## src/rtl/flash_wel_pkg.sv

```systemverilog
package flash_wel_pkg;

  typedef enum logic [2:0] {
    KIND_NONE  = 3'd0,
    KIND_WREN  = 3'd1,
    KIND_WRDI  = 3'd2,
    KIND_MOD   = 3'd3,
    KIND_RST   = 3'd4,
    KIND_OTHER = 3'd5
  } cmd_kind_e;

  typedef enum logic [1:0] {
    SWP_NONE = 2'b00,
    SWP_SOME = 2'b01,
    SWP_ALL  = 2'b11
  } swp_e;

  function automatic cmd_kind_e classify(input logic is_mod, input logic [7:0] opc,
                                         input logic [7:0] wren_opc,
                                         input logic [7:0] wrdi_opc,
                                         input logic [7:0] rst_opc);
    cmd_kind_e k;
    if (is_mod)              k = KIND_MOD;
    else if (opc == wren_opc) k = KIND_WREN;
    else if (opc == wrdi_opc) k = KIND_WRDI;
    else if (opc == rst_opc)  k = KIND_RST;
    else                      k = KIND_OTHER;
    return k;
  endfunction

endpackage

```

## src/rtl/flash_wel_sync.sv

```systemverilog
module flash_wel_sync #(
  parameter int          STAGES  = 2,
  parameter logic        RST_VAL = 1'b0
) (
  input  logic clk,
  input  logic rst_n,
  input  logic d_async,
  output logic q_sync
);

  logic [STAGES-1:0] chain_q;
  logic [STAGES-1:0] chain_d;

  generate
    if (STAGES == 1) begin : g_one
      always_comb chain_d = d_async;
    end else begin : g_many
      always_comb chain_d = {chain_q[STAGES-2:0], d_async};
    end
  endgenerate

  always_ff @(posedge clk or negedge rst_n) begin
    if (!rst_n) chain_q <= {STAGES{RST_VAL}};
    else        chain_q <= chain_d;
  end

  assign q_sync = chain_q[STAGES-1];

endmodule

```

## src/rtl/flash_wel_frame.sv

```systemverilog
module flash_wel_frame
  import flash_wel_pkg::*;
#(
  parameter logic [7:0] WREN_OPC = 8'h06,
  parameter logic [7:0] WRDI_OPC = 8'h04,
  parameter logic [7:0] RST_OPC  = 8'hF0
) (
  input  logic       clk,
  input  logic       rst_n,
  input  logic       opc_done,
  input  logic [7:0] opc_byte,
  input  logic       opc_is_mod,
  input  logic       cs_rise,
  output cmd_kind_e  now_kind,
  output logic       frame_ok,
  output cmd_kind_e  frame_kind
);

  logic      ok_d;
  cmd_kind_e kind_d;
  logic      upd_en;

  always_comb begin
    now_kind = classify(opc_is_mod, opc_byte, WREN_OPC, WRDI_OPC, RST_OPC);
  end

  always_comb begin
    upd_en = cs_rise | opc_done;
    ok_d   = frame_ok;
    kind_d = frame_kind;
    if (cs_rise) begin
      ok_d   = 1'b0;
      kind_d = KIND_NONE;
    end else if (opc_done) begin
      ok_d   = 1'b1;
      kind_d = now_kind;
    end
  end

  always_ff @(posedge clk or negedge rst_n) begin
    if (!rst_n) begin
      frame_ok   <= 1'b0;
      frame_kind <= KIND_NONE;
    end else if (upd_en) begin
      frame_ok   <= ok_d;
      frame_kind <= kind_d;
    end
  end

endmodule

```

## src/rtl/flash_wel_latch.sv

```systemverilog
module flash_wel_latch
  import flash_wel_pkg::*;
(
  input  logic      clk,
  input  logic      rst_n,
  input  logic      opc_done,
  input  cmd_kind_e now_kind,
  input  logic      frame_ok,
  input  cmd_kind_e frame_kind,
  input  logic      op_complete,
  input  logic      op_abort,
  input  logic      hold_abort,
  input  logic      sr2_wr,
  input  logic      sr2_din,
  output logic      wel,
  output logic      rst_en,
  output logic      mod_grant,
  output logic      mod_reject,
  output logic      soft_rst
);

  logic wel_d, rst_en_d;
  logic grant_d, reject_d, soft_d;
  logic set_ev, clr_ev;
  logic op_end;

  always_comb begin
    op_end   = op_complete | op_abort;
    soft_d   = opc_done & (now_kind == KIND_RST) & rst_en;
    grant_d  = opc_done & (now_kind == KIND_MOD) & wel;
    reject_d = opc_done & (now_kind == KIND_MOD) & ~wel;
    set_ev   = frame_ok & op_complete & (frame_kind == KIND_WREN);
    clr_ev   = (frame_ok & op_end & (frame_kind == KIND_MOD))
             | (frame_ok & op_complete & (frame_kind == KIND_WRDI))
             | hold_abort
             | soft_d;
    wel_d = wel;
    if (set_ev) wel_d = 1'b1;
    if (clr_ev) wel_d = 1'b0;
    rst_en_d = sr2_wr ? sr2_din : rst_en;
  end

  always_ff @(posedge clk or negedge rst_n) begin
    if (!rst_n) begin
      wel        <= 1'b0;
      rst_en     <= 1'b0;
      mod_grant  <= 1'b0;
      mod_reject <= 1'b0;
      soft_rst   <= 1'b0;
    end else begin
      wel        <= wel_d;
      mod_grant  <= grant_d;
      mod_reject <= reject_d;
      soft_rst   <= soft_d;
      if (sr2_wr) rst_en <= rst_en_d;
    end
  end

endmodule

```

## src/rtl/flash_wel_swp.sv

```systemverilog
module flash_wel_swp
  import flash_wel_pkg::*;
#(
  parameter int NSECT = 16
) (
  input  logic [NSECT-1:0] sect_prot,
  output logic [1:0]       swp_sum
);

  logic [NSECT:0] any_c;
  logic [NSECT:0] all_c;

  assign any_c[0] = 1'b0;
  assign all_c[0] = 1'b1;

  generate
    for (genvar i = 0; i < NSECT; i++) begin : g_red
      assign any_c[i+1] = any_c[i] | sect_prot[i];
      assign all_c[i+1] = all_c[i] & sect_prot[i];
    end
  endgenerate

  always_comb begin
    if (all_c[NSECT])      swp_sum = SWP_ALL;
    else if (any_c[NSECT]) swp_sum = SWP_SOME;
    else                   swp_sum = SWP_NONE;
  end

endmodule

```

## src/rtl/flash_wel_status.sv

```systemverilog
module flash_wel_status
  import flash_wel_pkg::*;
#(
  parameter int         NSECT       = 16,
  parameter int         SYNC_STAGES = 2,
  parameter int         RST_STAGES  = 2,
  parameter logic [7:0] WREN_OPC    = 8'h06,
  parameter logic [7:0] WRDI_OPC    = 8'h04,
  parameter logic [7:0] RST_OPC     = 8'hF0
) (
  input  logic             clk,
  input  logic             rst_n,
  input  logic             opc_done,
  input  logic [7:0]       opc_byte,
  input  logic             opc_is_mod,
  input  logic             op_complete,
  input  logic             op_abort,
  input  logic             hold_abort,
  input  logic             cs_rise,
  input  logic             sr2_wr,
  input  logic             sr2_din,
  input  logic             wp_pin_n,
  input  logic [NSECT-1:0] sect_prot,
  output logic             wel,
  output logic             rst_en,
  output logic             wp_stat,
  output logic [1:0]       swp_sum,
  output logic             mod_grant,
  output logic             mod_reject,
  output logic             soft_rst
);

  logic      rst_sync_n;
  logic      wp_pin_s;
  cmd_kind_e now_kind;
  cmd_kind_e frame_kind;
  logic      frame_ok;

  flash_wel_sync #(.STAGES(RST_STAGES), .RST_VAL(1'b0)) u_rst_sync (
    .clk     (clk),
    .rst_n   (rst_n),
    .d_async (1'b1),
    .q_sync  (rst_sync_n)
  );

  flash_wel_sync #(.STAGES(SYNC_STAGES), .RST_VAL(1'b1)) u_wp_sync (
    .clk     (clk),
    .rst_n   (rst_sync_n),
    .d_async (wp_pin_n),
    .q_sync  (wp_pin_s)
  );

  assign wp_stat = ~wp_pin_s;

  flash_wel_frame #(
    .WREN_OPC (WREN_OPC),
    .WRDI_OPC (WRDI_OPC),
    .RST_OPC  (RST_OPC)
  ) u_frame (
    .clk        (clk),
    .rst_n      (rst_sync_n),
    .opc_done   (opc_done),
    .opc_byte   (opc_byte),
    .opc_is_mod (opc_is_mod),
    .cs_rise    (cs_rise),
    .now_kind   (now_kind),
    .frame_ok   (frame_ok),
    .frame_kind (frame_kind)
  );

  flash_wel_latch u_latch (
    .clk         (clk),
    .rst_n       (rst_sync_n),
    .opc_done    (opc_done),
    .now_kind    (now_kind),
    .frame_ok    (frame_ok),
    .frame_kind  (frame_kind),
    .op_complete (op_complete),
    .op_abort    (op_abort),
    .hold_abort  (hold_abort),
    .sr2_wr      (sr2_wr),
    .sr2_din     (sr2_din),
    .wel         (wel),
    .rst_en      (rst_en),
    .mod_grant   (mod_grant),
    .mod_reject  (mod_reject),
    .soft_rst    (soft_rst)
  );

  flash_wel_swp #(.NSECT(NSECT)) u_swp (
    .sect_prot (sect_prot),
    .swp_sum   (swp_sum)
  );

endmodule

```

## config.mk

```make
export PLATFORM = sky130hd
export DESIGN_NAME = flash_wel_status
export DESIGN_NICKNAME = d
export VERILOG_FILES = /design/src/rtl/flash_wel_pkg.sv /design/src/rtl/flash_wel_sync.sv /design/src/rtl/flash_wel_frame.sv /design/src/rtl/flash_wel_latch.sv /design/src/rtl/flash_wel_swp.sv /design/src/rtl/flash_wel_status.sv
export SDC_FILE = /design/constraint.sdc
export NUM_CORES = 1
export LEC_CHECK = 0
export BUFFER_PORTS_ARGS = -buffer_cell sky130_fd_sc_hd__buf_2
export CAP_MARGIN = 20
export CORE_MARGIN = 4
export CORE_UTILIZATION = 25
export CTS_CLUSTER_DIAMETER = 80
export DETAILED_ROUTE_END_ITERATION = 10
export SYNTH_ARGS = -nofsm -noshare
export SYNTH_HDL_FRONTEND = slang
export SYNTH_HIERARCHICAL = 1
export SYNTH_SLANG_ARGS = --single-unit
```

## constraint.sdc

```tcl
create_clock -name clk -period 0.8 [get_ports clk]
set_input_delay 0.16 -clock clk [delete_from_list [all_inputs] [get_ports clk]]
set_output_delay 0.16 -clock clk [all_outputs]
set_load 0.1 [all_outputs]
```

Word level (Yosys, flattened, before mapping)
Index checks and enable logic that the tools add are counted.

storage, ports and cells
  register bits after elaboration = 13
  logic and storage cells = 79
  output and inout port bits = 8

cells by class
  bitwise operators = 47
  equality and inequality tests = 8
  multiplexer cells = 12
  reduce and logical (&&, ||, !) cells = 3

operators by type and width
  kind                  count
  $and A1 B1 Y1         25
  $or A1 B1 Y1          20
  $eq A8 B3 Y1 const B  2
  $mux W3               5
  $eq A3 B2 Y1 const B  3
  $eq A8 B8 Y1 const B  1
  $mux W1               6
  $reduce_bool A2 Y1    2
  $eq A3 B1 Y1 const B  1
  $eq A3 B3 Y1 const B  1
  $mux W2               1
  $not A1 Y1            2
  $reduce_and A2 Y1     1

Longest topological paths before layout
Gate-level depths: netlist (run 1).

  depth after elaboration = 17
  mapped depth = 6

Hierarchy
Netlist (run 1), hierarchy kept.

by module, submodules not included
  module                        area an instance (sq um)  times used  cells each
  flash_wel_frame               245.2                     1           24
  flash_wel_latch               209.0                     1           16
  flash_wel_swp                 68.8                      1           10
  flash_wel_sync at u_wp_sync   52.6                      1           2
  flash_wel_sync at u_rst_sync  50.0                      1           2
  flash_wel_status              7.5                       1           2

Worst setup path after synthesis (run 1)
OpenSTA, ideal clock, no wires.

  kind = in2out
  from = in sect_prot[2]
  to = out swp_sum[1]
  stages = 2
  path slack = -1383 ps
  data arrival time = 2023 ps
  path through = nand4_1 nor4_2

between the ends
  longest elaborated chain between the ends = 15

ends and longest elaborated chain
  element                       RTL line                RTL
  from (decl)                   flash_wel_status.sv:23  input logic [NSECT-1:0] sect_prot,
  $and A1 B1 Y1 (14 in series)  flash_wel_swp.sv:19     assign all_c[i+1] = all_c[i] & sect_prot[i];
  $mux W2                       flash_wel_swp.sv:24     if (all_c[NSECT]) swp_sum = SWP_ALL;
  to (decl)                     flash_wel_status.sv:27  output logic [1:0] swp_sum,

No other way between the ends.

Worst setup path in the final report (run 1)
  from = reg u_wp_sync.chain_q[1]
  to = out wp_stat

between the ends
  longest elaborated chain between the ends = 1

ends and longest elaborated chain
  element                 RTL line                RTL
  from (decl)             flash_wel_sync.sv:11    logic [STAGES-1:0] chain_q;
  from (signal assigned)  flash_wel_sync.sv:23    if (!rst_n) chain_q <= {STAGES{RST_VAL}};
  from (signal assigned)  flash_wel_sync.sv:24    else chain_q <= chain_d;
  $not A1 Y1              flash_wel_status.sv:53  assign wp_stat = ~wp_pin_s;
  to (decl)               flash_wel_status.sv:26  output logic wp_stat,

No other way between the ends.

==> results of run 1 <==
==> area by class of cell <==
cell class,instances,area (um^2),share of cell area
clock inverters,1,5.00,0.00350
repair buffers,66,589,0.412
clock buffers,3,22.5,0.0158
flip-flops and latches,13,347,0.243
well taps,28,35.0,0.0245
inverters,2,11.3,0.00788
multi-input cells,41,419,0.293
==> what timing repair did <==
action	in CTS	in global routing
hold endpoints to repair	3	0
setup endpoints to repair	14	17
pin swaps	10	6
gates resized for setup	24	15
hold buffers	2	0
setup buffers	10	1
cloned	0	0
==> kinds of logic after synthesis <==
logic type | count (synthesis)
simple gates | 32
flops | 13
compound gates | 6
mux | 2
buf+inv | 2
other cells | 1
==> worst paths after layout <==
check                                 startpoint              to  slack [ns]  depth (start not counted)
max                         u_wp_sync/chain_q[1]         wp_stat       -0.44                          2
min                                   hold_abort     u_latch/wel        0.05                          2
max reg2reg                       u_latch/rst_en     u_latch/wel       -0.36                          3
min reg2reg                u_rst_sync/chain_q[1]  u_latch/rst_en        0.18                          0
max in group asynchronous  u_rst_sync/chain_q[1]     u_latch/wel        0.28                          0
min in group asynchronous  u_rst_sync/chain_q[1]  u_latch/rst_en        0.18                          0
==> cell usage after synthesis <==
cell	count	area [um^2]
sky130_fd_sc_hd__nor4_2	2	25.0
sky130_fd_sc_hd__and4_4	2	22.5
sky130_fd_sc_hd__dfrtp_1	11	275
sky130_fd_sc_hd__mux2_2	2	22.5
sky130_fd_sc_hd__nand3b_1	1	7.51
sky130_fd_sc_hd__nor2_1	8	30.0
sky130_fd_sc_hd__a311oi_2	1	15.0
sky130_fd_sc_hd__nor2b_1	1	6.26
sky130_fd_sc_hd__nor3b_1	1	7.51
sky130_fd_sc_hd__a21oi_1	1	5.00
sky130_fd_sc_hd__a31oi_1	1	6.26
sky130_fd_sc_hd__dfstp_2	2	52.6
sky130_fd_sc_hd__nand3_1	3	15.0
sky130_fd_sc_hd__nand4_1	5	31.3
sky130_fd_sc_hd__inv_1	2	7.51
sky130_fd_sc_hd__or2b_1	1	7.51
sky130_fd_sc_hd__a211oi_1	1	7.51
sky130_fd_sc_hd__nor4_1	4	25.0
sky130_fd_sc_hd__and4b_1	1	10.0
sky130_fd_sc_hd__a32o_1	1	10.0
sky130_fd_sc_hd__nor3_1	2	10.0
sky130_fd_sc_hd__nor4_4	1	21.3
sky130_fd_sc_hd__conb_1	1	3.75
sky130_fd_sc_hd__a41oi_1	1	8.76
==> power breakdown <==
| group | total [mW] | internal (mW) | leakage (nW) | switching [mW] |
|---|---|---|---|---|
| sequential | 0.727 | 0.699 | 0.154 | 0.0288 |
| clock | 0.402 | 0.186 | 0.0177 | 0.216 |
| combinational | 0.528 | 0.276 | 0.454 | 0.253 |
| total | 1.66 | 1.16 | 0.625 | 0.498 |
==> layer usage <==
layer / vias up / share of wire
li1: 362 / -
met1: 365 / 0.32
met2: 19 / 0.62
met3: 5 / 0.042
met4: 0 / 0.021
met5: - / 0
==> results by stage, run 1 <==
Setup path:
- At the worst endpoint, the required time is 0.64 ns.
- The critical path goes through clkinvlp_4, buf_6.
- The biggest fanout along the worst timing path is 1.
- STA classifies the critical path startpoint as a register.
- The critical path endpoint category is an output pin.
- The endpoint arrival time on the critical path is 1.08 ns.
- The category of the most critical setup path is reg -> out.
- The critical path contains buffers and inverters numbering 2 combined.
- The largest stage delay on the critical path is 0.55 ns.
- The family with the most delay on the worst path is flip-flops.
- The worst-path cell with the longest stage delay is sky130_fd_sc_hd__dfstp_2.

Detailed routing:
- The number of DRC violations after detailed-routing iteration 0 is 8.
- The average detailed-routed wire length per instance is 13.9 um.
- The count of nets left with antenna violations after detail routing is 0.
- After detailed routing, the number of remaining DRC violations is 0.
- After detailed routing, the total wire length is 2.14 mm.
- The first detailed-routing pass ran for 4 iterations.
- Detailed routing inserted a total of 751 vias.
- After detailed routing, the number of vias per cell comes to 4.88.

Logic synthesis:
- The register area share after synthesis is 0.518.
- After synthesis the netlist holds a flip-flop and latch count of 13.
- Of the total synthesized cell area, the portion taken by full adders, half adders and majority gates is 0.
- The area share of and/or/nand/nor cells after synthesis is 0.346.
- The number of nets produced by synthesis is 91.
- The cell area after synthesis is 633 um^2.
- The number of warnings reported in the yosys synthesis log is 6.
- The share of the synthesized area in compound gates (AO/OA/AOI/OAI) is 0.0830.
- The proportion of synthesized area in mux cells is 0.0356.
- By area, the combinational part of the netlist is dominated by simple AND/OR/NAND/NOR gates.
- A synthesized cell averages 11.3 um^2.
- In this run, distinct cell masters in the synthesized netlist total 24.
- The number of instances in the synthesized netlist is 56.
- Of the total synthesized cell area, the portion taken by XOR and XNOR cells is 0.

CTS:
- TritonCTS built the clock tree.
- Clock tree synthesis found a total of 13 sinks.
- CTS built an H-tree with a depth of 1.
- CTS placed an instance of sky130_fd_sc_hd__clkbuf_4 at the clock tree root.
- No sink is reached through more buffers than the 2 on the longest clock path.
- The CTS clock-pin slew for the worst setup and hold paths is 0.08 ns.
- The clock latency on the worst-skew pair is 0.28 ns.
- Clock tree synthesis inserted a total of 3 buffers.

Global route:
- The met3 usage is 0.0329.
- The total global-route track usage is 0.128.
- The global routing met1 resource utilization is 0.115.
- For this run, global-route usage on met2 was measured as 0.254.
- Entering global routing, the biggest net connects 12 pins.
- The first global-routing pass estimated 3.21 mm of wire.
- The number of antenna violations at the first check in global routing is 0.
- Summed over all layers, the global routing overflow is 0.
- The via count of the first global-routing pass is 757.
- After global routing, the most crowded layer is met2.

Timing:
- The final worst-path setup slack is -0.439 ns.
- The final critical-path required period is 1.24 ns.
- Across the routed clock network, the largest skew measured is 0.00567 ns.
- The number of max-slew violations in the final report came to 0.
- The final sum of negative setup slack is -4.26 ns.
- Derived from the worst setup path, the maximum achievable clock frequency is 807 MHz.
- The total of endpoints with negative setup slack in the final report is 16.
- The final count of hold timing violations is 0.
- Dividing the final minimum period by the clock period gives 1.55.
- Setup repair after global routing could not meet its margin everywhere.
- The worst hold slack across all endpoints is 0.0469 ns.

Hold path:
- In this run the worst hold path is classified as in -> reg.

Floorplan:
- 43 I/O pins were placed.
- The area enclosed by the die boundary is 0.00340 mm^2.
- The number of standard-cell rows in the floorplan is 17.
- Measured along the y axis, the die boundary spans 58.3 um.
- The initial utilization of the core area, before any placement, comes to 0.273.
- The floorplan core area is 0.00232 mm^2.
- The width of the chip is 58.3 um.

Power and ir drop:
- For this design the static power due to leakage is 0.625 nW.
- The power density over the cells is 1160 mW/mm^2.
- The total power is 1.66 mW.
- IR analysis of the VDD net gives a maximum drop of 1000 uV.

Cells and area:
- After filler insertion, the fill cell instance count of the layout stands at 186.
- The register with the highest flop count is u_frame/frame_kind.
- The final design instance area without fill is 0.00143 mm^2.
- The area growth from synthesis to final layout is 126%.
- The flip-flop count of the largest register, all copies and words added is 3.
- The share of post-route cells with drive strength above 1 is 0.778.
- For this run, the share of the core covered by cells in the final layout is 0.616.
- The total number of nets in the final design is 162.
- Leaving out fill and tap cells, the most frequent cell in the layout is sky130_fd_sc_hd__buf_2.
- The largest registers in the layout are u_frame/frame_kind (3), u_rst_sync/chain_q (2), u_wp_sync/chain_q (2).
- The filler-free cell count of the finished design is 154.
- The diode insertion count for antenna repair is 0.
- In the layout the commonest cells are 23 x sky130_fd_sc_hd__buf_2, 17 x sky130_fd_sc_hd__buf_6, 17 x sky130_fd_sc_hd__buf_4.

Place:
- The number of placed instances with taps included is 140.
- The number of input and output port buffers inserted is 42.
- The post-placement worst setup slack is -0.723 ns.
- After legalization and detailed placement, the total HPWL measured 1.54 mm.
- In this run the cell area measured after placement is 0.00116 mm^2.
- The congestion estimate from routability-driven global placement came to 0.820.

Run:
- The reported max-cap violation count is 0.

Run status:
- The final reports fail on setup timing.
- The flow ran to the end, but the final reports show violations.
No activity file was read; power rests on OpenSTA's default activity.
==> run 2, diff against run 1 <==
Settings changed: SYNTH_HIERARCHICAL 1 to unset.
==> run 2 against run 1 <==
  * Flip-flop and latch count unchanged
  * Largest cell class unchanged
  * Global-route usage down 0.19 points
  * Non-clock buffer count decreased by 11
  * The run still ends with setup timing left
  * Via count decreased by 8.4%
  * Sequential share of layout area rose by 4.6 points
==> results by stage, run 2 <==
Logic synthesis:
- The share of flip-flops with an asynchronous set or reset was 1.00 (unchanged).
- The cell with the most instances after synthesis is sky130_fd_sc_hd__dfrtp_1 (unchanged).
- The number of nets produced by synthesis was 91 (unchanged).
- The cell area after synthesis is 586 um^2 (was 633 um^2).
- Top area cells in the synthesized netlist: sky130_fd_sc_hd__dfrtp_1 47%, sky130_fd_sc_hd__dfstp_2 9.0%, sky130_fd_sc_hd__nor4_1 7.5%, sky130_fd_sc_hd__nand4_1 6.4%, sky130_fd_sc_hd__nor2_1 4.5% (was sky130_fd_sc_hd__dfrtp_1 43%, sky130_fd_sc_hd__dfstp_2 8.3%, sky130_fd_sc_hd__nand4_1 4.9%, sky130_fd_sc_hd__nor2_1 4.7%, sky130_fd_sc_hd__nor4_1 4.0%).
- The number of synthesized register bits is 13 (unchanged).
- The number of enable-type register cells in the synthesized netlist is 0 (unchanged).
- The top cell type's share of synthesized area came to 0.470 (was 0.435).
- The number of instances in the synthesized netlist is 56 (unchanged).
- The post-synthesis cell type count is 22 (was 24).
- The most instantiated flip-flop cell in the synthesis netlist was sky130_fd_sc_hd__dfrtp_1 (unchanged).
- The mean cell area of the mapped netlist is 10.5 um^2 (was 11.3 um^2).
- The register area share after synthesis came to 0.560 (was 0.518).
- The number of warnings reported in the yosys synthesis log came to 0 (was 6).
- Leading post-synthesis cells by instance count: 11 x sky130_fd_sc_hd__dfrtp_1, 7 x sky130_fd_sc_hd__nor2_1, 7 x sky130_fd_sc_hd__nor4_1, 6 x sky130_fd_sc_hd__nand4_1 (was 11 x sky130_fd_sc_hd__dfrtp_1, 8 x sky130_fd_sc_hd__nor2_1, 5 x sky130_fd_sc_hd__nand4_1, 4 x sky130_fd_sc_hd__nor4_1, 3 x sky130_fd_sc_hd__nand3_1).
- The cell taking the most area after synthesis was sky130_fd_sc_hd__dfrtp_1 (unchanged).

Power and ir drop:
- The cell leakage power came to 0.536 nW (was 0.625 nW).
- The power density over the cells is 1290 mW/mm^2 (was 1160 mW/mm^2).
- The switching power is 0.446 mW (was 0.498 mW).
- The fraction of power consumed by combinational cells is 0.270 (was 0.319).
- The switching part of the total power was 0.289 (was 0.300).
- The peak supply drop came to 899 uV (was 1000 uV).
- The fraction of power consumed by the clock network was 0.255 (was 0.242).
- The internal power consumption is 1.10 mW (was 1.16 mW).
- The part of the total power dissipated in sequential elements is 0.475 (was 0.439).

Place:
- The post-placement worst setup slack is -0.361 ns (was -0.723 ns).
- The number of input and output port buffers inserted is 42 (unchanged).
- The HPWL reported at the end of detailed placement is 1.42 mm (was 1.54 mm).
- The final weighted congestion in routability-driven placement is 0.770 (was 0.820).

Global route:
- The total global-route track usage is 0.126 (was 0.128).
- The first-pass GRT wire length is 3.05 mm (was 3.21 mm).
- The pin count of the biggest net entering global routing is 12 (unchanged).
- The via count of the first global-routing pass is 714 (was 757).
- The aggregate global routing overflow is 0 (unchanged).
- The number of antenna violations at the first check in global routing is 0 (unchanged).

Cells and area:
- The share of post-route cells with drive strength above 1 is 0.643 (was 0.778).
- The diode insertion count for antenna repair came to 0 (unchanged).
- The total number of nets in the final design was 151 (was 162).
- The area growth from synthesis to final layout was 105% (was 126%).
- The area taken by flip-flops and latches is 347 um^2 (unchanged).
- The area taken by multi-input logic gates was 324 um^2 (was 419 um^2).
- The final cell utilization of the core is 0.543 (was 0.616).
- The most common cell after layout, fill and taps aside is sky130_fd_sc_hd__buf_2 (unchanged).
- The flip-flop count of the largest register, all copies and words added is 3 (unchanged).
- Biggest regs: u_frame.frame_kind (3), u_rst_sync.chain_q (2), u_wp_sync.chain_q (2) (was u_frame/frame_kind (3), u_rst_sync/chain_q (2), u_wp_sync/chain_q (2)).
- The final-layout fill cell count came to 219 (was 186).
- Most frequent cells in the layout: 29 x sky130_fd_sc_hd__buf_2, 9 x sky130_fd_sc_hd__buf_4, 8 x sky130_fd_sc_hd__buf_6 (was 23 x sky130_fd_sc_hd__buf_2, 17 x sky130_fd_sc_hd__buf_6, 17 x sky130_fd_sc_hd__buf_4).
- The register with the highest flop count is u_frame.frame_kind (was u_frame/frame_kind).

Detailed routing:
- The uppermost signal routing layer after detailed routing was met4 (unchanged).
- The number of iterations in the first detailed-routing pass is 4 (unchanged).
- The number of DRC violations after detailed-routing iteration 0 came to 6 (was 8).
- The count of nets left with antenna violations after detail routing is 0 (unchanged).
- The sum of routed wire length over all layers was 1.76 mm (was 2.14 mm).
- The average detailed-routed wire length per instance is 12.3 um (was 13.9 um).
- The number of vias after detailed routing was 688 (was 751).
- The number of vias per cell after detailed routing is 4.81 (was 4.88).
- The detailed-route DRC error count is 0 (unchanged).
- The met3 wire length is 94 um (was 89 um).
- The routed length on met1 is 582 um (was 685 um).
- The met2 wire length is 1.05 mm (was 1.32 mm).

Setup path:
- The category of the most critical setup path is reg -> out (unchanged).
- The critical path endpoint category is an output pin (unchanged).
- The kind of start point of the critical path was a register (unchanged).
- The required time reported for the critical path endpoint is 0.64 ns (about the same).
- The count of cells along the worst register-to-register path was 3 (unchanged).
- The logic depth of the worst setup path including buffers came to 2 (unchanged).
- The worst-path cell with the longest stage delay is sky130_fd_sc_hd__dfstp_2 (unchanged).
- The number of buffer and inverter stages on the critical path is 2 (unchanged).
- The largest stage delay on the critical path is 0.54 ns (was 0.55 ns).
- The biggest fanout along the worst timing path came to 1 (unchanged).
- Crit path cell chain: clkinvlp_4, buf_8 (was clkinvlp_4, buf_6).
- The family with the most delay on the worst path is flip-flops (unchanged).
- The endpoint arrival time on the critical path is 1.06 ns (was 1.08 ns).

CTS:
- The clock tree from TritonCTS is built (unchanged).
- The cell chosen for the clock root is sky130_fd_sc_hd__clkbuf_4 (unchanged).
- The CTS clock-pin slew for the worst setup and hold paths is 0.07 ns (was 0.08 ns).
- The number of CTS-inserted buffers was 3 (unchanged).
- The H-tree depth is 1 (unchanged).
- The maximum buffer depth of the clock tree is 2 (unchanged).
- The clock latency on the worst-skew pair is 0.27 ns (was 0.28 ns).
- The number of clock sinks seen by CTS is 13 (unchanged).

Timing:
- The final count of hold timing violations is 0 (unchanged).
- The final worst-path setup slack is -0.424 ns (was -0.439 ns).
- The number of max-slew violations in the final report is 0 (unchanged).
- The post-route fraction of the period consumed by the critical path is 1.53 (was 1.55).
- The final critical-path required period was 1.22 ns (was 1.24 ns).
- The total of endpoints with negative setup slack in the final report is 13 (was 16).
- The highest attainable clock frequency is 817 MHz (was 807 MHz).
- The worst clock skew came to 0.00273 ns (was 0.00567 ns).
- RSZ-0062 raised after global routing: true (unchanged).

Floorplan:
- The initial core utilization came to 0.265 (was 0.273).
- The floorplan core area is 0.00221 mm^2 (was 0.00232 mm^2).
- The width of the chip is 56.4 um (was 58.3 um).
- The number of standard-cell rows in the floorplan was 17 (unchanged).
- The area enclosed by the die boundary is 0.00318 mm^2 (was 0.00340 mm^2).
- The die span in y is 56.4 um (was 58.3 um).
- The number of ports placed on the die boundary is 43 (unchanged).

Run:
- The reported max-cap violation count came to 0 (unchanged).

Hold path:
- The number of instances on the worst hold path is 2 (unchanged).
- The worst hold-check path type is in -> reg (unchanged).

Run status:
- Violated checks: setup timing (unchanged).
- Outcome: complete, but fails checks (unchanged).
run 2: changes by cell type after synthesis, moves of 2 or more:
| cell | delta |
|---|---|
| sky130_fd_sc_hd__nor4_2 | -2 |
| sky130_fd_sc_hd__and4_4 | -2 |
| sky130_fd_sc_hd__and3_1 | +2 |
| sky130_fd_sc_hd__nand3_1 | -3 |
| sky130_fd_sc_hd__nand2b_1 | +2 |
| sky130_fd_sc_hd__nor4_1 | +3 |
run 2: routing by layer:
layer  global-route usage  vias up
met4               0.0610        0
met5                    0        -
met2                0.255       27
met1                0.115      321
met3               0.0276        4
li1                     -      336
run 2: layout make-up:
type                       instances  share of cell area
inverter                           2             0.00938
sequential                        13               0.289
timing repair buffer              55               0.381
clock buffer                       4              0.0219
multi-input combinational         41               0.270
tap                               28              0.0292
run 2: cells by family (layout without fill, tap and decap cells):
logic type / after synthesis / after routing / synth area share
flops: 13 / 13 / 0.560
compound gates: 7 / 7 / 0.0812
mux: 2 / 2 / 0.0363
simple gates: 31 / 31 / 0.303
buf+inv: 2 / 61 / 0.0128
other cells: 1 / 1 / 0.00640
run 2: worst paths after layout:
| check | start | slack [ns] | end |
|---|---|---|---|
| min in group asynchronous | u_rst_sync.chain_q[1] | 0.17 | u_frame.frame_kind[0] |
| setup reg to reg | u_frame.frame_kind[2] | -0.20 | u_latch.wel |
| max in group asynchronous | u_rst_sync.chain_q[1] | 0.30 | u_latch.rst_en |
| hold reg to reg | u_rst_sync.chain_q[1] | 0.17 | u_frame.frame_kind[0] |
| hold / removal | cs_rise | 0.08 | u_frame.frame_kind[2] |
| setup / recovery | u_wp_sync.chain_q[1] | -0.42 | wp_stat |
run 2: per-stage QoR:
stage	instances	cell area [um^2]	total power [mW]	setup TNS, ns	hold WS (ns)
after floorplan	56	672	0.897	-2.57	-0.136
after global placement	133	1060	1.10	-2.11	-0.0538
after detailed placement	133	1060	1.11	-2.23	-0.0534
after CTS	142	1180	1.56	-3.13	0.0663
after global routing	143	1200	1.64	-3.45	0.0674
final	143	1200	1.55	-3.05	0.0778
run 2: timing repair:
item | in CTS | in global routing
hold endpoints to repair | 3 | 0
gates cloned | 0 | 0
gates resized for setup | 12 | 2
endpoints found under the setup margin | 11 | 13
hold buffers | 2 | 0
setup buffers | 3 | 1
pin swaps | 5 | 2
run 2: power groups by stage:
stage | clock network, mW | registers, mW | logic [mW]
2_1_floorplan | 0 | 0.813 | 0.0837
3_3_place_gp | 0 | 0.749 | 0.355
5_1_grt | 0.450 | 0.741 | 0.447
3_5_place_dp | 0 | 0.752 | 0.361
6_report | 0.394 | 0.735 | 0.417
4_1_cts | 0.414 | 0.736 | 0.411
==> run 3, diff against run 2 <==
Settings changed: CTS_BUF_LIST set to sky130_fd_sc_hd__clkbuf_8, CTS_CLUSTER_DIAMETER 80 to unset.
==> run 3 against run 2 <==
  * The run still ends with setup timing left
  * Power is 11% higher
  * Clock skew hardly changed
  * Wire length hardly changed
  * Worst setup slack better by 0.037 ns
  * Flip-flop and latch count stayed put
  * Combinational power is 1% higher
  * Die area stayed put
  * Cell count is 0.70% lower
  * Hold slack worse by 0.062 ns
  * Clock power is 43% higher
  * Global-route usage is 0.48 points lower
  * Via count is 1.2% lower
==> results by stage, run 3 (synthesis gave the netlist of run 2 again) <==
Run status:
- Outcome: complete, but fails checks (unchanged).
- Violated checks: setup timing (unchanged).

Place:
- The post-placement worst setup slack was -0.361 ns (unchanged).
- The number of input and output port buffers inserted came to 42 (unchanged).
- The number of placed instances with taps included was 133 (unchanged).
- The final weighted congestion in routability-driven placement is 0.770 (unchanged).
- The HPWL reported at the end of detailed placement was 1.42 mm (unchanged).

Hold path:
- The worst hold-check path type is in -> reg (unchanged).

Cells and area:
- The most common cell after layout, fill and taps aside is sky130_fd_sc_hd__buf_2 (unchanged).
- Most frequent cells in the layout: 29 x sky130_fd_sc_hd__buf_2, 9 x sky130_fd_sc_hd__buf_4, 8 x sky130_fd_sc_hd__buf_6 (unchanged).
- The flip-flop count of the largest register, all copies and words added is 3 (unchanged).
- The filler-free cell count of the finished design was 142 (was 143).
- The diode insertion count for antenna repair is 0 (unchanged).
- The share of post-route cells with drive strength above 1 is 0.684 (was 0.643).
- The area growth from synthesis to final layout is 110% (was 105%).
- The total number of nets in the final design is 150 (was 151).
- The register with the highest flop count is u_frame.frame_kind (unchanged).
- Biggest regs: u_frame.frame_kind (3), u_rst_sync.chain_q (2), u_wp_sync.chain_q (2) (unchanged).
- The final cell utilization of the core is 0.556 (was 0.543).

CTS:
- The number of CTS-inserted buffers is 3 (unchanged).
- The clock tree from TritonCTS is built (unchanged).
- The maximum buffer depth of the clock tree is 2 (unchanged).
- The CTS clock-pin slew for the worst setup and hold paths is 0.05 ns (was 0.07 ns).
- The clock latency on the worst-skew pair is 0.24 ns (was 0.27 ns).
- The H-tree depth is 1 (unchanged).
- The cell chosen for the clock root is sky130_fd_sc_hd__clkbuf_8 (was sky130_fd_sc_hd__clkbuf_4).
- The number of clock sinks seen by CTS is 13 (unchanged).

Global route:
- The pin count of the biggest net entering global routing was 12 (unchanged).
- The aggregate global routing overflow was 0 (unchanged).
- The total global-route track usage was 0.121 (was 0.126).
- The first-pass GRT wire length came to 3.00 mm (was 3.05 mm).
- The via count of the first global-routing pass is 716 (was 714).
- The number of antenna violations at the first check in global routing was 0 (unchanged).

Detailed routing:
- The number of vias after detailed routing came to 680 (was 688).
- The average detailed-routed wire length per instance is 12.4 um (was 12.3 um).
- The detailed-route DRC error count is 0 (unchanged).
- The number of vias per cell after detailed routing is 4.79 (was 4.81).
- The number of iterations in the first detailed-routing pass came to 2 (was 4).
- The number of DRC violations after detailed-routing iteration 0 is 5 (was 6).
- The count of nets left with antenna violations after detail routing was 0 (unchanged).
- The sum of routed wire length over all layers was 1.76 mm (about the same).

Setup path:
- The kind of start point of the critical path is a register (unchanged).
- The category of the most critical setup path is reg -> out (unchanged).
- The required time reported for the critical path endpoint is 0.64 ns (about the same).
- The critical path endpoint category is an output pin (unchanged).
- The biggest fanout along the worst timing path was 1 (unchanged).
- The endpoint arrival time on the critical path is 1.03 ns (was 1.06 ns).

Timing:
- The number of max-slew violations in the final report is 0 (unchanged).
- The final critical-path required period came to 1.19 ns (was 1.22 ns).
- The total of endpoints with negative setup slack in the final report is 13 (unchanged).
- The highest attainable clock frequency was 842 MHz (was 817 MHz).
- The final count of hold timing violations came to 0 (unchanged).
- The worst clock skew is 0.00239 ns (was 0.00273 ns).
- RSZ-0062 raised after global routing: true (unchanged).
- The final worst-path setup slack is -0.387 ns (was -0.424 ns).
- The post-route fraction of the period consumed by the critical path is 1.48 (was 1.53).
- The final sum of negative setup slack is -2.81 ns (was -3.05 ns).

Floorplan:
- The number of standard-cell rows in the floorplan is 17 (unchanged).
- The floorplan core area came to 0.00221 mm^2 (unchanged).
- The number of ports placed on the die boundary came to 43 (unchanged).
- The die span in y is 56.4 um (unchanged).
- The width of the chip was 56.4 um (unchanged).
- The initial core utilization is 0.265 (unchanged).
- The area enclosed by the die boundary is 0.00318 mm^2 (unchanged).

Power and ir drop:
- The power density over the cells is 1400 mW/mm^2 (was 1290 mW/mm^2).
- The internal power consumption was 1.25 mW (was 1.10 mW).
- The peak supply drop is 887 uV (was 899 uV).
- The fraction of power consumed by the clock network is 0.328 (was 0.255).
- The part of the total power dissipated in sequential elements is 0.428 (was 0.475).
- The switching part of the total power is 0.276 (was 0.289).
- The switching power came to 0.476 mW (was 0.446 mW).
- The fraction of power consumed by combinational cells came to 0.245 (was 0.270).
- The cell leakage power is 0.546 nW (was 0.536 nW).

Run:
- The reported max-cap violation count is 0 (unchanged).
run 3: metrics by stage:
| step | hold slack, ns | total power [mW] | cell area (um^2) |
|---|---|---|---|
| 2_1_floorplan | -0.136 | 0.897 | 672 |
| 6_report | 0.0161 | 1.72 | 1230 |
| 5_1_grt | 0.0130 | 1.80 | 1230 |
| 3_3_place_gp | -0.0538 | 1.10 | 1060 |
| 3_5_place_dp | -0.0534 | 1.11 | 1060 |
| 4_1_cts | 0.0116 | 1.72 | 1190 |
run 3: critical path, cell delays in order (launching register included):
cell	delay (ns)
sky130_fd_sc_hd__dfstp_2	0.54
sky130_fd_sc_hd__clkinvlp_4	0.08
sky130_fd_sc_hd__buf_8	0.17
run 3: repair_timing:
action                     CTS  global route
gates resized for setup     12             6
hold buffers                 1             0
hold endpoints to repair     2             0
pin swaps                    5             2
setup endpoints to repair   11            15
buffers inserted             3             1
run 3: power by group through the flow:
stage / Combinational [mW] / Clock [mW] / Sequential [mW]
floorplan: 0.0837 / 0 / 0.813
global placement: 0.355 / 0 / 0.749
detailed placement: 0.361 / 0 / 0.752
CTS: 0.407 / 0.580 / 0.737
global route: 0.451 / 0.609 / 0.741
finish: 0.421 / 0.565 / 0.736
run 3: worst paths after layout:
path | startpoint | endpoint | slack (ns) | depth (start not counted)
max | u_wp_sync.chain_q[1] | wp_stat | -0.39 | 2
min reg2reg | u_rst_sync.chain_q[1] | u_frame.frame_kind[2] | 0.17 | 0
max in group asynchronous | u_rst_sync.chain_q[1] | u_latch.rst_en | 0.29 | 0
min | wp_pin_n | u_wp_sync.chain_q[0] | 0.02 | 1
max reg2reg | u_latch.rst_en | u_latch.rst_en | -0.18 | 2
min in group asynchronous | u_rst_sync.chain_q[1] | u_frame.frame_kind[2] | 0.17 | 0
run 3: metal layers:
layer	wire length, um	vias up	track usage
met5	0	-	0
met4	55	0	0.0610
met3	93	6	0.0138
met2	1040	28	0.249
met1	575	316	0.115
li1	-	330	-
run 3: cell type report:
cell class | count | area (um^2)
fill | 215 | 982
timing repair buffer | 54 | 448
sequential | 13 | 347
multi-input combinational | 41 | 344
clock buffer | 3 | 41.3
tap | 28 | 35.0
inverter | 2 | 11.3
clock inverter | 1 | 3.75
